<file path="src/rtl/shf_pkg.sv">
package shf_pkg;
    // Operation code carried with each word through the stages
    typedef enum logic [1:0] {
        SHF_SLL = 2'b00,
        SHF_SRL = 2'b01,
        SHF_SRA = 2'b10,
        SHF_ROR = 2'b11
    } shf_op_e;
endpackage

</file>
<file path="src/rtl/shf_move.sv">
// One power-of-two stage: moves by DIST when en is set, else passes through.
module shf_move #(
    parameter int WIDTH = 16,
    parameter int DIST  = 1
) (
    input  logic              en,
    input  shf_pkg::shf_op_e  op,
    input  logic [WIDTH-1:0]  din,
    output logic [WIDTH-1:0]  dout
);
    import shf_pkg::*;

    logic signed [WIDTH-1:0] sdin;
    logic        [WIDTH-1:0] moved;

    assign sdin = din;

    always_comb begin
        unique case (op)
            SHF_SLL: moved = din << DIST;
            SHF_SRL: moved = din >> DIST;
            SHF_SRA: moved = sdin >>> DIST;
            SHF_ROR: moved = (din >> DIST) | (din << (WIDTH - DIST));
            default: moved = din;
        endcase
        dout = en ? moved : din;
    end
endmodule

</file>
<file path="src/rtl/shf_mode_ctrl.sv">
// Holds the timing mode; a change is taken only while nothing is in flight.
module shf_mode_ctrl (
    input  logic clk,
    input  logic rst_n,
    input  logic req_valid,
    input  logic req_pipe,
    input  logic busy,
    output logic ready,
    output logic mode_pipe
);
    logic mode_d, mode_q;

    always_comb begin
        ready  = ~busy;
        mode_d = (req_valid && ready) ? req_pipe : mode_q;
    end

    always_ff @(posedge clk or negedge rst_n) begin
        if (!rst_n) mode_q <= 1'b0;
        else        mode_q <= mode_d;
    end

    assign mode_pipe = mode_q;
endmodule

</file>
<file path="src/rtl/log_shifter.sv">
module log_shifter #(
    parameter  int WIDTH = 16,
    localparam int AMT_W = $clog2(WIDTH)
) (
    input  logic             clk,
    input  logic             rst_n,
    input  logic             in_valid,
    input  logic [WIDTH-1:0] in_data,
    input  logic [AMT_W-1:0] in_amt,
    input  logic [1:0]       in_op,
    input  logic             mode_req_valid,
    input  logic             mode_req_pipe,
    output logic             mode_ready,
    output logic             mode_pipe,
    output logic             out_valid,
    output logic [WIDTH-1:0] out_data,
    output logic [AMT_W-1:0] stage_active
);
    import shf_pkg::*;

    // Command register: the only place raw control inputs are sampled
    typedef struct packed {
        logic             valid;
        logic [WIDTH-1:0] data;
        logic [AMT_W-1:0] amt;
        shf_op_e          op;
    } cmd_t;

    cmd_t cmd_d, cmd_q;
    logic [AMT_W-1:0] stg_valid;
    logic             busy;

    always_comb begin
        cmd_d       = cmd_q;
        cmd_d.valid = in_valid;
        if (in_valid) begin
            cmd_d.data = in_data;
            cmd_d.amt  = in_amt;
            cmd_d.op   = shf_op_e'(in_op);
        end
    end

    always_ff @(posedge clk or negedge rst_n) begin
        if (!rst_n) cmd_q <= '0;
        else        cmd_q <= cmd_d;
    end

    // Stage chain. Stage k only needs amount bits k and above, so the
    // pending amount narrows by one bit per stage.
    for (genvar k = 0; k < AMT_W; k++) begin : g_stage
        localparam int RW = AMT_W - k;

        logic             v_in;
        logic [WIDTH-1:0] d_in;
        shf_op_e          op_in;
        logic [RW-1:0]    a_in;
        logic [WIDTH-1:0] d_mv;
        logic             v_d, v_q;
        logic [WIDTH-1:0] d_d, d_q;

        if (k == 0) begin : g_src
            assign v_in  = cmd_q.valid;
            assign d_in  = cmd_q.data;
            assign op_in = cmd_q.op;
            assign a_in  = cmd_q.amt;
        end else begin : g_src
            assign v_in  = mode_pipe ? g_stage[k-1].v_q         : g_stage[k-1].v_in;
            assign d_in  = mode_pipe ? g_stage[k-1].d_q         : g_stage[k-1].d_mv;
            assign op_in = mode_pipe ? g_stage[k-1].g_fwd.op_q  : g_stage[k-1].op_in;
            assign a_in  = mode_pipe ? g_stage[k-1].g_fwd.a_q   : g_stage[k-1].a_in[RW:1];
        end

        shf_move #(
            .WIDTH (WIDTH),
            .DIST  (1 << k)
        ) u_move (
            .en   (a_in[0]),
            .op   (op_in),
            .din  (d_in),
            .dout (d_mv)
        );

        assign stage_active[k] = v_in & a_in[0];

        // Stage register: loads a valid word only in pipelined mode
        always_comb begin
            v_d = mode_pipe & v_in;
            d_d = d_mv;
        end

        always_ff @(posedge clk or negedge rst_n) begin
            if (!rst_n) begin
                v_q <= 1'b0;
                d_q <= '0;
            end else begin
                v_q <= v_d;
                d_q <= d_d;
            end
        end

        assign stg_valid[k] = v_q;

        // Operation and remaining amount travel on to the next stage
        if (k < AMT_W - 1) begin : g_fwd
            shf_op_e       op_d, op_q;
            logic [RW-2:0] a_d, a_q;

            always_comb begin
                op_d = op_in;
                a_d  = a_in[RW-1:1];
            end

            always_ff @(posedge clk or negedge rst_n) begin
                if (!rst_n) begin
                    op_q <= SHF_SLL;
                    a_q  <= '0;
                end else begin
                    op_q <= op_d;
                    a_q  <= a_d;
                end
            end
        end
    end

    assign busy = cmd_q.valid | (|stg_valid);

    shf_mode_ctrl u_mode (
        .clk       (clk),
        .rst_n     (rst_n),
        .req_valid (mode_req_valid),
        .req_pipe  (mode_req_pipe),
        .busy      (busy),
        .ready     (mode_ready),
        .mode_pipe (mode_pipe)
    );

    assign out_valid = mode_pipe ? g_stage[AMT_W-1].v_q : g_stage[AMT_W-1].v_in;
    assign out_data  = mode_pipe ? g_stage[AMT_W-1].d_q : g_stage[AMT_W-1].d_mv;
endmodule

</file>
<file path="config.mk">
export PLATFORM = sky130hd
export DESIGN_NAME = log_shifter
export DESIGN_NICKNAME = d
export VERILOG_FILES = /design/src/rtl/shf_pkg.sv /design/src/rtl/shf_move.sv /design/src/rtl/shf_mode_ctrl.sv /design/src/rtl/log_shifter.sv
export SDC_FILE = /design/constraint.sdc
export NUM_CORES = 1
export LEC_CHECK = 0
export ABC_AREA = 1
export BUFFER_PORTS_ARGS = -buffer_cell sky130_fd_sc_hd__buf_2
export CORE_ASPECT_RATIO = 1.1
export CORE_MARGIN = 4
export CORE_UTILIZATION = 30
export CTS_CLUSTER_DIAMETER = 100
export DETAILED_ROUTE_END_ITERATION = 8
export GPL_ROUTABILITY_DRIVEN = 0
export PLACE_DENSITY = 0.56
export RECOVER_POWER = 100
export SLEW_MARGIN = 20
export SYNTH_ARGS = -nofsm -noshare
export SYNTH_HDL_FRONTEND = slang
export SYNTH_SLANG_ARGS = --single-unit
</file>
<file path="constraint.sdc">
create_clock -name clk -period 2.2 [get_ports clk]
set_input_delay 0.11 -clock clk [delete_from_list [all_inputs] [get_ports clk]]
set_output_delay 0.11 -clock clk [all_outputs]
set_load 0.01 [all_outputs]
</file>
# Yosys cells after proc, flatten, opt, wreduce, memory -nomap -nowiden

Cells that the tools add are included.

Register bits after elaboration: 104
Latch bits: 0
Bits in writable memories: 0
ROM bits: 0
Bits of input ports: 27
Output and inout bits: 23
Word-level logic and storage cells: 73
Memories kept: 0

$add $sub $neg: 0
Multiply operators: 0
Divide/modulo/power cells: 0
$lt $le $gt $ge: 0
Equal/unequal tests: 12
Shift operators: 0
Mux-type cells: 22
Bitwise gates (word level): 14
Reduce and logical (&&, ||, !) cells: 6

Operators with widths:

| kind                 | number |
|---|---|
| $pmux W16 S4         | 4 |
| $mux W16             | 8 |
| $eq A2 B2 Y1 const B | 8 |
| $or A12 B16 Y16      | 1 |
| $or A14 B16 Y16      | 1 |
| $or A15 B16 Y16      | 1 |
| $or A8 B16 Y16       | 1 |
| $and A1 B1 Y1        | 8 |
| $eq A2 B1 Y1 const B | 4 |
| $logic_not A2 Y1     | 4 |
| $mux W2              | 4 |
| $mux W1              | 5 |
| $reduce_or A4 Y1     | 1 |
| $mux W3              | 1 |
| $logic_and A1 B1 Y1  | 1 |
| $not A1 Y1           | 1 |
| $or A1 B1 Y1         | 1 |

# Longest topological paths before layout

Gate-level depths: netlist of the first run.

Word-level depth: 16
Mapped depth: 20
Gate-level depth less buffers: 19

# Cells and area by module

Synthesis of the first run repeated with hierarchy kept, for this count alone.

Cells, all modules: 802
Area total of the unflattened synthesis: 5,665.4 um^2

Modules (own cells, without submodules):

| module                        | instances | cells an instance | area an instance (um^2) | seq. area each (um^2) |
|---|---|---|---|---|
| log_shifter                   | 1         | 437               | 3,912.5                 | 2,577.5 |
| shf_move at g_stage[0].u_move | 1         | 91                | 436.7                   | 0.0 |
| shf_move at g_stage[1].u_move | 1         | 92                | 432.9                   | 0.0 |
| shf_move at g_stage[2].u_move | 1         | 94                | 424.2                   | 0.0 |
| shf_move at g_stage[3].u_move | 1         | 82                | 411.6                   | 0.0 |
| shf_mode_ctrl                 | 1         | 6                 | 47.5                    | 25.0 |

# Worst setup path before layout of the first run

Ideal clock, no wire load.

Kind: reg2out
From: register u_mode.mode_q (netlist: u_mode.mode_pipe)
To: output port out_data[14]
Arrival time: 1.961 ns
Required time: 2.090 ns
Path slack: 0.129 ns
Cell stages (with the launch flop): 18
Buffers on the path: 2
Cells stage by stage: dfrtp_1 -> buf_6 -> nand2_4 -> inv_1 -> nor2_2 -> nand2_2 -> nor2_4 -> buf_6 -> nand3_2 -> nand4_2 -> nand3_1 -> nand3_2 -> nand3_2 -> nand2_2 -> nand2_4 -> nand2_1 -> nand3_1 -> nand2_1

Cells in the longest elaborated chain, start to end: 13
Elaborated cells between the ends (all ways): 31
Classes of those cells: eq/ne (9); mux (16); bitwise (3); reduce/logical (3)

Ends and longest elaborated chain:

| item                                       | RTL line                             | RTL |
|---|---|---|
| start, declared                            | shf_mode_ctrl.sv:11                  | `logic mode_d, mode_q;` |
| start signal, assigned                     | shf_mode_ctrl.sv:20                  | `else mode_q <= mode_d;` |
| $mux W2 / $mux W16 (equally long branches) | log_shifter.sv:69, log_shifter.sv:68 |  |
| $eq A2 B2 Y1 (tied with other cells)       | shf_move.sv:19                       | `unique case (op)` |
| $pmux W16 S4                               | shf_move.sv:19                       |  |
| $mux W16                                   | shf_move.sv:26                       | `dout = en ? moved : din;` |
| $mux W16                                   | log_shifter.sv:68                    | `assign d_in = mode_pipe ? g_stage[k-1].d_q : g_stage[k-1].d_mv;` |
| $or A12 B16 Y16                            | shf_move.sv:23                       | `SHF_ROR: moved = (din >> DIST) \| (din << (WIDTH - DIST));` |
| $pmux W16 S4                               | shf_move.sv:19                       |  |
| $mux W16                                   | shf_move.sv:26                       |  |
| $mux W16                                   | log_shifter.sv:68                    |  |
| $or A8 B16 Y16                             | shf_move.sv:23                       |  |
| $pmux W16 S4                               | shf_move.sv:19                       |  |
| $mux W16                                   | shf_move.sv:26                       |  |
| $mux W16 (*)                               | log_shifter.sv:138                   | `assign out_data = mode_pipe ? g_stage[AMT_W-1].d_q : g_stage[AMT_W-1].d_mv;` |
| end, declared                              | log_shifter.sv:16                    | `output logic [WIDTH-1:0] out_data,` |

Every way passes the cells marked *; elsewhere a longest branch is shown, timed or not.

# Final worst setup path of the first run

Same ends and word-level chain as after synthesis.

==> results.sh, run 1 <==
export IMPL_place_area_um2=6750
export IMPL_worstSkewPairLatency_ns=0.35
export IMPL_fin_hold_ws_ns=0.0325
export IMPL_grt_max_degree=48
export IMPL_routed_wl_um=14500
export IMPL_die_x_um=142
export IMPL_synth_nets=769
export IMPL_cts_tree="done"
export IMPL_drive_above_1_share_pct=36.9
export IMPL_ys_seq_area_share_pct=44.1
export IMPL_initial_utilization_pct=30.7
export IMPL_power_density_nw_per_um2=1490
export IMPL_core_um2=19200
export IMPL_grt_use_total_pct=13.6
export IMPL_syn_area_per_cell_um2=7.96
export IMPL_relSlewSlack_pct=45.0
export IMPL_nNetsFinal=889
export IMPL_grt_overflow=0
export IMPL_stdcell_area_um2=8010
export IMPL_cts_made_buffers=9
export IMPL_hold_viol_final=0
export IMPL_synth_distinct_cells=42
export IMPL_setup_viol=23
export IMPL_synth_top_cell_by_area="dfrtp_1"
export IMPL_worst_slack_ns=-0.582
export IMPL_finClkSkew_ns=0.00860
export IMPL_dp_cells=1060
export IMPL_io_buffers=49
export IMPL_post_place_ws_ns=-0.208
export IMPL_period_minus_slack_ns=2.78
export IMPL_std_cell_rows=53
export IMPL_area_growth_pct=35.6
export IMPL_cts_root_buf="clkbuf_16"
export IMPL_rrSetupSlack_ns=-0.10
export IMPL_fin_crit_sh_pct=126
export IMPL_maxCapViolCount=0
export IMPL_postSynthCellCount=742
export IMPL_arrival_ns=2.67
export IMPL_ys_warn_count=0
export IMPL_ant_nets=0
export IMPL_dpl_hpwl_um=10500
export IMPL_fillCellCount=1958
export IMPL_synth_area_um2=5910
export IMPL_wl_per_cell_um=13.0
export IMPL_synth_top_area_share_pct=44.1
export IMPL_die_area_um2=22000
export IMPL_cp_max_fo=8
export IMPL_timing_fmax_ghz=0.359
export IMPL_vias=5094
export IMPL_worstMarginPinSlew_ns=0.825
export IMPL_drt_iter0_drc=188
export IMPL_critPathCaptureType="output port"
export IMPL_ir_drop_mv=0.625
export IMPL_clk_path_buf_depth=2
export IMPL_grt_pass1_wl_um=24500
export IMPL_yosysMostFrequentCell="nand2_1"
export IMPL_cts_htree_levels=3
export IMPL_hp_class="input pin to flip-flop"
export IMPL_stdcell_count=1114
export IMPL_die_h_um=155
export IMPL_antenna_found_initial=0
export IMPL_io_pin_count=50
export IMPL_synth_main_ff_cell="dfrtp_1"
export IMPL_async_flop_share_pct=100
export IMPL_grt_pass1_vias=4982
export IMPL_clk_pin_slew_ns=0.07
export IMPL_violations="negative setup slack"
export IMPL_cp_required_ns=2.09
export IMPL_vias_per_cell=4.57
export IMPL_grt_setup_unrepaired="true"
export IMPL_synth_area_leaders="dfrtp_1 44%, nand2_1 14%, nand3_1 11%"
export IMPL_diodes=0
export IMPL_fin_util_pct=41.6
export IMPL_synth_commonest_cells="223 x nand2_1, 130 x nand3_1, 104 x dfrtp_1"
export IMPL_power_mw=11.9
export IMPL_ys_seq_elements=104
export IMPL_dr_pass1_iters=4
export IMPL_outcome="finished with violations"
export IMPL_maxSlewViolCount=0
export IMPL_power_leakage_nw=3.96
export IMPL_synth_edf_count=0
export IMPL_worstSetupPathType="flip-flop to output port"
export IMPL_setup_tns_final_ns=-8.74
export IMPL_cts_sinks=104
export IMPL_drcViolationCount=0
export IMPL_critPathLaunchType="flip-flop"
==> critical path, stage by stage, from the launching register on <==
cell	delay [ns]
dfrtp_2	0.44
buf_12	0.16
nand2_4	0.07
inv_2	0.04
nor2_4	0.08
nand2_2	0.07
nor2_4	0.20
buf_12	0.16
nand3_2	0.11
nand4_4	0.10
nand3_2	0.08
nand3_2	0.10
nand3_2	0.10
nand2_4	0.15
nand2_8	0.09
nand2_2	0.10
nand3_1	0.08
nand2_1	0.06
buf_2	0.12
==> layer usage <==
layer	GRT usage (%)	up-vias	routed length, um
met2	22.7	76	7020
met1	18.1	2337	6840
met3	1.81	19	378
met4	4.89	0	250
met5	0	-	0
li1	-	2662	-
==> state kept, by name, summed over array words and instances, names as in the netlist <==
name / flops
g_stage.a_in: 4
g_stage.d_in: 16
g_stage.d_q: 64
g_stage.g_fwd.a_q: 6
g_stage.g_fwd.op_d: 2
g_stage.g_fwd.op_q: 6
g_stage.v_in: 1
g_stage.v_q: 4
u_mode.mode_pipe: 1
==> layout make-up <==
cell class                 instances  area (um2)  share of cell area, %
clock buffer                      13         260                   3.25
timing repair buffer             143        1190                   14.9
tap                              247         309                   3.86
clock inverter                     3        65.1                  0.813
sequential                       104        2610                   32.6
inverter                          67         270                   3.38
multi-input combinational        537        3310                   41.3
==> power breakdown <==
part | switching [mW] | internal, mW
registers | 0.196 | 2.56
logic | 4.30 | 3.10
clock network | 0.689 | 1.06
total | 5.19 | 6.72
==> cells in the final DEF (no fill, tap or decap), types with 3 or more instances in the layout <==
cell / n
nand3_4: 8
nand2_4: 9
nand4_2: 3
o211ai_1: 6
inv_4: 3
nand2_1: 206
clkbuf_16: 10
nand4_4: 4
dlygate4sd3_1: 23
a21oi_1: 5
buf_12: 9
inv_2: 8
buf_6: 8
buf_4: 53
clkbuf_1: 3
dfrtp_1: 101
o21ai_2: 6
buf_2: 47
and2_1: 6
or2_4: 3
nand4_1: 12
nand2_2: 21
nor2_1: 9
inv_1: 54
nand3_2: 69
nor2_4: 9
o21ai_0: 28
or2_2: 28
nand3_1: 82
dfrtp_2: 3
==> logic make-up after synthesis <==
group	share of synthesized area [%]
and+or+nand+nor	41.4
muxes	0.191
DFF	44.1
buffers and inverters	7.75
xor gates and xnor gates	0.148
AOI/OAI and AO/OA	6.40
==> worst paths after layout <==
path                                                start                                end  cells past startpoint
setup / recovery             u_mode.mode_pipe$_DFFE_PN0P_                       out_data[14]                     18
hold / removal                             mode_req_valid       u_mode.mode_pipe$_DFFE_PN0P_                      3
setup reg to reg             u_mode.mode_pipe$_DFFE_PN0P_        g_stage[3].d_q[9]$_DFF_PN0_                     16
hold reg to reg            g_stage[0].a_in[3]$_DFFE_PN0P_  g_stage[0].g_fwd.a_q[2]$_DFF_PN0_                      0
max in group asynchronous                           rst_n        g_stage[1].d_q[4]$_DFF_PN0_                      3
min in group asynchronous                           rst_n           g_stage[3].v_q$_DFF_PN0_                      2
==> repair_timing <==
item	CTS	global route
cloned	2	1
pin swaps	18	41
resized for setup	44	73
hold buffers	23	0
buffers inserted	10	4
setup endpoints to repair	23	34
endpoints found under the hold margin	58	0
Power figures use the tool's default switching activity.
==> run 2: changes to the inputs <==
--- a/config.mk
+++ b/config.mk
@@ -13,6 +13,7 @@
 export CTS_CLUSTER_DIAMETER = 100
 export DETAILED_ROUTE_END_ITERATION = 8
 export GPL_ROUTABILITY_DRIVEN = 0
+export GPL_TIMING_DRIVEN = 0
 export PLACE_DENSITY = 0.56
 export RECOVER_POWER = 100
 export SLEW_MARGIN = 20
==> results.sh, run 2 (synthesis gave the netlist of run 1 again) <==
export IMPL_combPwrFrac_pct=64.3
export IMPL_swShare_pct=45.1
export IMPL_ir_drop_mv=0.704
export IMPL_finClkSkew_ns=0.00956
export IMPL_critPathCaptureType="output port"
export IMPL_drt_iter0_drc=238
export IMPL_dpl_hpwl_um=11400
export IMPL_vias=5201
export IMPL_internal_power_mw=6.95
export IMPL_worstMarginPinSlew_ns=1.51
export IMPL_io_buffers=49
export IMPL_initial_utilization_pct=30.7
export IMPL_grt_setup_unrepaired="true"
export IMPL_worstSkewPairLatency_ns=0.36
export IMPL_die_x_um=142
export IMPL_grt_overflow=0
export IMPL_maxCapViolCount=1
export IMPL_fillCellCount=1949
export IMPL_worst_slack_ns=-0.589
export IMPL_die_h_um=155
export IMPL_critPathLaunchType="flip-flop"
export IMPL_grt_max_degree=80
export IMPL_vias_per_cell=4.66
export IMPL_r2r_cells=14
export IMPL_layout_common_cells="194 x nand2_1, 101 x dfrtp_1, 78 x nand3_2"
export IMPL_largest_register="g_stage.d_q"
export IMPL_fin_hold_ws_ns=0.0126
export IMPL_ff_latch_area_um2=2610
export IMPL_clk_path_buf_depth=2
export IMPL_ant_nets=0
export IMPL_setup_viol=23
export IMPL_violations="max-capacitance violations, max-slew violations, negative setup slack"
export IMPL_power_density_nw_per_um2=1530
export IMPL_antenna_found_initial=0
export IMPL_cts_root_buf="clkbuf_16"
export IMPL_fin_crit_sh_pct=127
export IMPL_routed_wl_um=16200
export IMPL_core_um2=19200
export IMPL_grt_pass1_wl_um=26400
export IMPL_largest_reg_flops=64
export IMPL_cts_tree="done"
export IMPL_drive_above_1_share_pct=40.7
export IMPL_p_sw_mw=5.70
export IMPL_whs_path_depth=3
export IMPL_clk_pin_slew_ns=0.07
export IMPL_cts_htree_levels=3
export IMPL_cp_required_ns=2.09
export IMPL_final_common_cell="nand2_1"
export IMPL_outcome="finished with violations"
export IMPL_multi_input_area_um2=3530
export IMPL_drcViolationCount=0
export IMPL_relSlewSlack_pct=-0.518
export IMPL_hold_viol_final=0
export IMPL_clkPwrFrac_pct=13.9
export IMPL_cts_sinks=104
export IMPL_dp_cells=1039
export IMPL_cts_made_buffers=9
export IMPL_io_pin_count=50
export IMPL_maxSlewViolCount=26
export IMPL_fin_util_pct=42.9
export IMPL_diodes=0
export IMPL_timing_fmax_ghz=0.359
export IMPL_power_mw=12.7
export IMPL_stdcell_count=1116
export IMPL_period_minus_slack_ns=2.79
export IMPL_grt_use_total_pct=15.0
export IMPL_die_area_um2=22000
export IMPL_area_growth_pct=39.7
export IMPL_cp_max_fo=5
export IMPL_power_leakage_nw=3.99
export IMPL_arrival_ns=2.68
export IMPL_worstSetupPathType="flip-flop to output port"
export IMPL_dr_pass1_iters=4
export IMPL_nNetsFinal=892
export IMPL_std_cell_rows=53
export IMPL_grt_pass1_vias=5186
export IMPL_hp_class="input pin to flip-flop"
export IMPL_seqPwrFrac_pct=21.8
export IMPL_wl_per_cell_um=14.5
==> run 2: critical path, stage by stage, from the launching register on <==
cell and delay (ns):
dfrtp_2 0.46, clkinv_4 0.13, o21ai_4 0.22, nor2_4 0.07
nor2_4 0.18, buf_12 0.14, buf_8 0.13, nand2_4 0.05
nand4_1 0.16, nand3_1 0.12, nand3_2 0.12, nand2_2 0.07
nand2_1 0.06, nand2_1 0.05, o21ai_2 0.10, nand2_1 0.06
nand2_1 0.06, buf_2 0.12
==> run 2: area by class of cell <==
| cell class | count | area share (%) |
|---|---|---|
| inverters | 67 | 3.29 |
| clock buffers | 10 | 2.90 |
| repair buffers | 110 | 10.6 |
| clock inverters | 5 | 0.986 |
| well taps | 247 | 3.75 |
| flip-flops and latches | 104 | 31.6 |
| multi-input cells | 538 | 42.8 |
| plain buffers | 35 | 4.00 |
==> run 2: what timing repair did <==
item                                   CTS  global route
setup endpoints to repair               42            37
buffers inserted                        19            13
endpoints found under the hold margin  117             0
resized for setup                       78           139
pin swaps                               19            55
hold buffers                            24             0
gates cloned                             5             2
==> run 2: layer usage <==
metal / up-vias / GRT usage [%] / wire length, um
met5: - / 0 / 0
met4: 0 / 5.99 / 433
met3: 31 / 2.64 / 450
met2: 82 / 24.7 / 7930
met1: 2415 / 19.6 / 7410
li1: 2673 / - / -
==> run 2: final timing paths <==
path                                                      start                           endpoint  slack [ns]
hold / removal                                    mode_req_pipe       u_mode.mode_pipe$_DFFE_PN0P_        0.01
setup reg to reg                   u_mode.mode_pipe$_DFFE_PN0P_        g_stage[3].d_q[3]$_DFF_PN0_       -0.11
hold reg to reg                  g_stage[0].a_in[2]$_DFFE_PN0P_  g_stage[0].g_fwd.a_q[1]$_DFF_PN0_        0.38
min in group asynchronous                                 rst_n       g_stage[3].d_q[15]$_DFF_PN0_        0.65
max in group asynchronous                                 rst_n    g_stage[0].d_in[15]$_DFFE_PN0P_        0.50
setup / recovery           g_stage[0].g_fwd.op_d[1]$_DFFE_PN0P_                        out_data[3]       -0.59
==> run 2: per-stage QoR <==
stage	setup TNS, ns	cell area (um2)	setup WS (ns)
after global routing	-13.06	8250	-0.762
after detailed placement	-10.65	6490	-0.470
after CTS	-8.97	7490	-0.579
final	-9.17	8250	-0.589
after global placement	-23.43	6460	-0.481
after floorplan	0	5910	0.129
==> run 2: power groups by stage <==
stage | combinational [mW] | clock (mW) | sequential [mW]
after floorplan | 4.34 | 0 | 2.74
after global placement | 5.77 | 0 | 2.76
after detailed placement | 5.82 | 0 | 2.78
after CTS | 6.71 | 1.79 | 2.75
after global routing | 8.96 | 1.85 | 2.83
final | 8.14 | 1.75 | 2.76
